===== src/rtl/wrc_pkg.sv =====
package wrc_pkg;
    localparam int LO_W  = 8;
    localparam int HI_W  = 8;
    localparam int REG_W = LO_W + HI_W;

    localparam int FB_C = 0;
    localparam int FB_Z = 1;
    localparam int FB_I = 2;
    localparam int FB_D = 3;
    localparam int FB_X = 4;
    localparam int FB_M = 5;
    localparam int FB_V = 6;
    localparam int FB_N = 7;

    localparam logic [7:0] P_RESET = 8'h34;

    typedef enum logic {ST_NAT = 1'b0, ST_EMU = 1'b1} mode_e;
    typedef enum logic [1:0] {PC_NONE = 2'd0, PC_LOAD = 2'd1, PC_SET = 2'd2, PC_CLR = 2'd3} pcmd_e;
    typedef enum logic [1:0] {HI_KEEP = 2'd0, HI_ZERO = 2'd1, HI_FIX = 2'd2} hipol_e;
endpackage


===== src/rtl/wrc_mode_ctl.sv =====
module wrc_mode_ctl
    import wrc_pkg::*;
(
    input  logic       clk,
    input  logic       rst_n,
    input  logic       xce,
    input  logic [1:0] p_cmd,
    input  logic [7:0] p_arg,
    output logic [7:0] p_q,
    output logic       emu_q,
    output logic       m_nx,
    output logic       x_nx,
    output logic       e_nx
);
    mode_e      st, st_nx;
    logic [7:0] p_r, p_nx;

    // state register
    always_ff @(posedge clk or negedge rst_n) begin
        if (!rst_n) begin
            st  <= ST_EMU;
            p_r <= P_RESET;
        end else begin
            st  <= st_nx;
            p_r <= p_nx;
        end
    end

    // next state: XCE_ENTER / XCE_LEAVE on exchange, HOLD otherwise
    always_comb begin
        st_nx = st;
        p_nx  = p_r;
        if (xce) begin
            st_nx = p_r[FB_C] ? ST_EMU : ST_NAT;
            unique case (st)
                ST_EMU: p_nx[FB_C] = 1'b1;
                ST_NAT: p_nx[FB_C] = 1'b0;
            endcase
        end else begin
            unique case (pcmd_e'(p_cmd))
                PC_NONE: p_nx = p_r;
                PC_LOAD: p_nx = p_arg;
                PC_SET:  p_nx = p_r | p_arg;
                PC_CLR:  p_nx = p_r & ~p_arg;
            endcase
        end
        if (st_nx == ST_EMU) begin
            p_nx[FB_M] = 1'b1;
            p_nx[FB_X] = 1'b1;
        end
    end

    // outputs
    always_comb begin
        p_q   = p_r;
        emu_q = (st == ST_EMU);
        m_nx  = p_nx[FB_M];
        x_nx  = p_nx[FB_X];
        e_nx  = (st_nx == ST_EMU);
    end
endmodule


===== src/rtl/wrc_width_reg.sv =====
module wrc_width_reg
    import wrc_pkg::*;
#(
    parameter int               LW     = 8,
    parameter int               HW     = 8,
    parameter hipol_e           POLICY = HI_KEEP,
    parameter logic [HW-1:0]    RST_HI = '0,
    parameter logic [HW-1:0]    FIX_HI = '0
) (
    input  logic             clk,
    input  logic             rst_n,
    input  logic             we,
    input  logic [LW+HW-1:0] wd,
    input  logic             narrow,
    output logic [LW+HW-1:0] q
);
    localparam int W = LW + HW;

    logic [W-1:0] r, nx;

    always_ff @(posedge clk or negedge rst_n) begin
        if (!rst_n) r <= {RST_HI, {LW{1'b0}}};
        else        r <= nx;
    end

    generate
        if (POLICY == HI_KEEP) begin : g_keep
            always_comb begin
                nx = r;
                if (we) nx = narrow ? {r[W-1:LW], wd[LW-1:0]} : wd;
            end
        end else if (POLICY == HI_ZERO) begin : g_zero
            always_comb begin
                nx = we ? wd : r;
                if (narrow) nx[W-1:LW] = '0;
            end
        end else begin : g_fix
            always_comb begin
                nx = we ? wd : r;
                if (narrow) nx[W-1:LW] = FIX_HI;
            end
        end
    endgenerate

    assign q = r;
endmodule


===== src/rtl/wrc_top.sv =====
module wrc_top
    import wrc_pkg::*;
#(
    parameter int LW = wrc_pkg::LO_W,
    parameter int HW = wrc_pkg::HI_W,
    parameter int BW = 8
) (
    input  logic             clk,
    input  logic             rst_n,
    input  logic             xce,
    input  logic [1:0]       p_cmd,
    input  logic [7:0]       p_arg,
    input  logic             acc_we,
    input  logic [LW+HW-1:0] acc_wd,
    input  logic             x_we,
    input  logic [LW+HW-1:0] x_wd,
    input  logic             y_we,
    input  logic [LW+HW-1:0] y_wd,
    input  logic             sp_we,
    input  logic [LW+HW-1:0] sp_wd,
    input  logic             pb_we,
    input  logic [BW-1:0]    pb_wd,
    output logic [7:0]       p_q,
    output logic             emu_q,
    output logic [LW+HW-1:0] acc_q,
    output logic [LW+HW-1:0] x_q,
    output logic [LW+HW-1:0] y_q,
    output logic [LW+HW-1:0] sp_q,
    output logic [BW-1:0]    pb_q
);
    localparam logic [HW-1:0] STK_HI = HW'(1);

    logic         m_nx, x_nx, e_nx;
    logic [LW+HW-1:0] acc_raw;
    logic [BW-1:0]    pb_r;

    wrc_mode_ctl u_mode (
        .clk(clk), .rst_n(rst_n), .xce(xce), .p_cmd(p_cmd), .p_arg(p_arg),
        .p_q(p_q), .emu_q(emu_q), .m_nx(m_nx), .x_nx(x_nx), .e_nx(e_nx)
    );

    wrc_width_reg #(.LW(LW), .HW(HW), .POLICY(HI_KEEP)) u_acc (
        .clk(clk), .rst_n(rst_n), .we(acc_we), .wd(acc_wd), .narrow(m_nx), .q(acc_raw)
    );

    wrc_width_reg #(.LW(LW), .HW(HW), .POLICY(HI_ZERO)) u_x (
        .clk(clk), .rst_n(rst_n), .we(x_we), .wd(x_wd), .narrow(x_nx), .q(x_q)
    );

    wrc_width_reg #(.LW(LW), .HW(HW), .POLICY(HI_ZERO)) u_y (
        .clk(clk), .rst_n(rst_n), .we(y_we), .wd(y_wd), .narrow(x_nx), .q(y_q)
    );

    wrc_width_reg #(.LW(LW), .HW(HW), .POLICY(HI_FIX), .RST_HI(STK_HI), .FIX_HI(STK_HI)) u_sp (
        .clk(clk), .rst_n(rst_n), .we(sp_we), .wd(sp_wd), .narrow(e_nx), .q(sp_q)
    );

    always_ff @(posedge clk or negedge rst_n) begin
        if (!rst_n)     pb_r <= '0;
        else if (pb_we) pb_r <= pb_wd;
    end

    assign pb_q  = pb_r;
    assign acc_q = p_q[FB_M] ? {{HW{1'b0}}, acc_raw[LW-1:0]} : acc_raw;
endmodule


===== config.mk =====
export PLATFORM = sky130hd
export DESIGN_NAME = wrc_top
export DESIGN_NICKNAME = d
export VERILOG_FILES = /design/src/rtl/wrc_pkg.sv /design/src/rtl/wrc_mode_ctl.sv /design/src/rtl/wrc_width_reg.sv /design/src/rtl/wrc_top.sv
export SDC_FILE = /design/constraint.sdc
export NUM_CORES = 1
export LEC_CHECK = 0
export ABC_AREA = 1
export ABC_CLOCK_PERIOD_IN_PS = 2200
export BUFFER_PORTS_ARGS = -buffer_cell sky130_fd_sc_hd__clkbuf_2
export CAP_MARGIN = 20
export CELL_PAD_IN_SITES_DETAIL_PLACEMENT = 0
export CELL_PAD_IN_SITES_GLOBAL_PLACEMENT = 1
export CORE_ASPECT_RATIO = 1.1
export CORE_MARGIN = 4
export CORE_UTILIZATION = 25
export CTS_BUF_LIST = sky130_fd_sc_hd__clkbuf_16
export CTS_CLUSTER_DIAMETER = 100
export DETAILED_ROUTE_END_ITERATION = 7
export GPL_ROUTABILITY_DRIVEN = 1
export GPL_TIMING_DRIVEN = 0
export PLACE_DENSITY_LB_ADDON = 0.2
export SYNTH_ARGS = -nofsm -noshare
export SYNTH_HDL_FRONTEND = slang
export SYNTH_SLANG_ARGS = --single-unit

===== constraint.sdc =====
create_clock -name clk -period 2.2 [get_ports clk]
set_input_delay 0.11 -clock clk [delete_from_list [all_inputs] [get_ports clk]]
set_output_delay 0.11 -clock clk [all_outputs]
set_load 0.03 [all_outputs]

==> results.cfg <==
[run_status]
outcome = finished clean

[clock_network]
cts_buffers = 9
cts_sinks = 81
post_cts_buffers = 0
clk_pin_slew_ps = 60
cts_max_level = 3
cts_buffer_depth = 2
insertion_delay_ps = 330
cts.repair.resized = 0
cts-root-buf = clkbuf_16
cts_tree = yes
hold_buffers = 44

[grt]
grt_overflow = 0
grt_start_max_net_pins = 62
grt_pass1_wl_um = 15800
grt_pass1_vias = 3083
grt_use_total_pct = 12.7
antenna_found_initial = 0

[place]
dpl_worst_slack_ps = 621
hpwlAfterDp_um = 6940
place.gp.congestion = 0.708
io_buffer_count = 165
place_area_um2 = 4490

[logic_synthesis]
netlist_instances = 326
synth_area_per_cell_um2 = 10.5
yosys.cell_types.count = 25
yosys_warnings = 0
ys_seq_area_share_pct = 59.7
syn_nets = 416
synth_area_um2 = 3410
ys_seq_elements = 81

[worst_setup_path]
end_kind = flip-flop
critPathKind = reg -> reg
critPathMaxFanout = 10
critPathLaunchType = flip-flop
required_ps = 2470
cp.arrival_ps = 1860

[sta]
skew_ps = 5.78
slew_viol_final = 0
finalHoldViolations = 0
setup_viol = 0
fin_crit_sh_pct = 72.4
tns_ps = 0
finalWorstSetupSlack_ps = 606
max_freq_mhz = 628
rsz0062_at_grt = false
slew_headroom_pct = 68.7
worst_slew_pin_slew_ps = 469
min_period_ps = 1590

[die]
io_pins = 171
dieArea_um2 = 15600
die_h_um = 130
fp-row-count = 44
die_x_um = 119
start_util_pct = 25.7
core_area_um2 = 13300

[cells_and_area]
synthToLayoutAreaGrowth_pct = 54.6
finalNetCount = 637
diodes = 0
drive_above_1_share_pct = 39.7
fillCellCount = 1338
fin_util_pct = 39.7
final_area_um2 = 5270

[drt]
drt_first_pass_iters = 4
via_per_inst = 4.08
drc = 0
ant_nets = 0
drt_iter0_markers = 82
wl_um = 9390
routedWlPerCell_um = 12.8
vias = 3004

[job]
cap_violations = 0

[pwr]
leakage_uw = 0.00282
powerDensity_nw_per_um2 = 875
power_uw = 4610
peakVddDrop_v = 0.000371

[worst_hold_path]
hold_class = in -> reg
-- power by group --
group | total, µW | switching, µW | leakage, µW | internal, µW
combinational | 1130 | 736 | 0.00167 | 396
sequential | 1800 | 101 | 0.000993 | 1700
clock | 1680 | 586 | 0.000166 | 1100
total | 4610 | 1420 | 0.00282 | 3190
-- placed cells by master, fill, tap and decap left out, drive strengths merged --
cell type	synthesis	layout
nand3	3	3
mux2	24	24
clkinv	0	3
mux2i	16	16
clkbuf	3	177
dfrtp	76	76
inv	22	23
nor2	33	33
nand4	9	9
dfstp	5	5
bufinv	0	3
o21ai	2	2
o211ai	5	5
o2bb2ai	5	5
buf	18	19
nand2	93	93
dlygate4sd3	0	44
a21oi	12	12
-- cells in the mapped netlist --
cell type	instances	area (µm²)
a21oi_1	11	55.1
a21oi_4	1	16.3
buf_1	1	3.75
buf_2	8	40.0
buf_4	8	60.1
buf_6	1	11.3
clkbuf_1	3	11.3
dfrtp_1	76	1900
dfstp_2	5	131
inv_1	19	71.3
inv_2	3	11.3
mux2_1	16	180
mux2_2	8	90.1
mux2i_1	16	160
nand2_1	89	334
nand2_2	2	12.5
nand2_4	2	22.5
nand3_1	2	10.0
nand3_2	1	10.0
nand4_1	9	56.3
nor2_1	32	120
nor2_2	1	6.26
o211ai_1	5	37.5
o21ai_1	2	10.0
o2bb2ai_1	5	43.8
-- area by class of cell --
type / instances / area (µm²) / area share (%)
buffer: 21 / 126 / 2.40
clock buffer: 9 / 225 / 4.27
inverter: 22 / 82.6 / 1.57
sequential: 81 / 2030 / 38.6
clock inverter: 7 / 110 / 2.09
tap: 184 / 230 / 4.37
multi-input combinational: 202 / 1160 / 22.1
timing repair buffer: 210 / 1300 / 24.6
-- per-layer routing --
layer  vias to the layer above  GRT usage (%)  wire length (µm)  part of all wire [%]
met5                         -              0                 0                     0
met3                        10           4.26               748                   8.0
met1                      1407           16.1              4100                    44
met2                        98           19.8              4370                    47
li1                       1489              -                 -                     -
met4                         0           5.66               162                   1.7
-- per-stage QoR --
step / hold WS, ps / instances
2_1_floorplan: -186 / 326
3_5_place_dp: 58.8 / 676
5_1_grt: 9.47 / 736
6_report: 18.1 / 736
4_1_cts: 0.517 / 736
3_3_place_gp: 313 / 675
-- worst paths after layout --
kind	start	cells after the start	slack [ps]	end
setup / recovery	u_mode.p_q[5]	7	610	u_acc.q[10]
hold / removal	pb_wd[2]	2	20	pb_q[2]
setup reg to reg	u_mode.p_q[5]	7	610	u_acc.q[10]
hold reg to reg	u_sp.q[8]	2	460	u_sp.q[8]
max in group asynchronous	rst_n	3	1310	u_mode.p_q[5]
min in group asynchronous	rst_n	2	240	u_sp.q[10]
-- critical path, stage by stage (launching register included) --
cell and delay (ps):
dfstp_2 520, buf_2 240, nand2_1 80, a21oi_1 150
nand2_2 170, nand3_2 210, nand2_1 70, nand2_1 60
-- kinds of logic after synthesis --
| family | synth area share, % |
|---|---|
| AO/OA/AOI/OAI | 4.77 |
| multiplexers | 12.6 |
| buffers and inverters | 6.13 |
| AND/OR/NAND/NOR | 16.8 |
| flip-flops | 59.7 |
-- state kept, by name, indices dropped and copies added, names as in the netlist --
name	flops
pb_q	8
u_acc.q	16
u_mode.emu_q	1
u_mode.p_q	8
u_sp.q	16
u_x.q	16
u_y.q	16
Note: power is estimated with default switching activity, not from simulation.
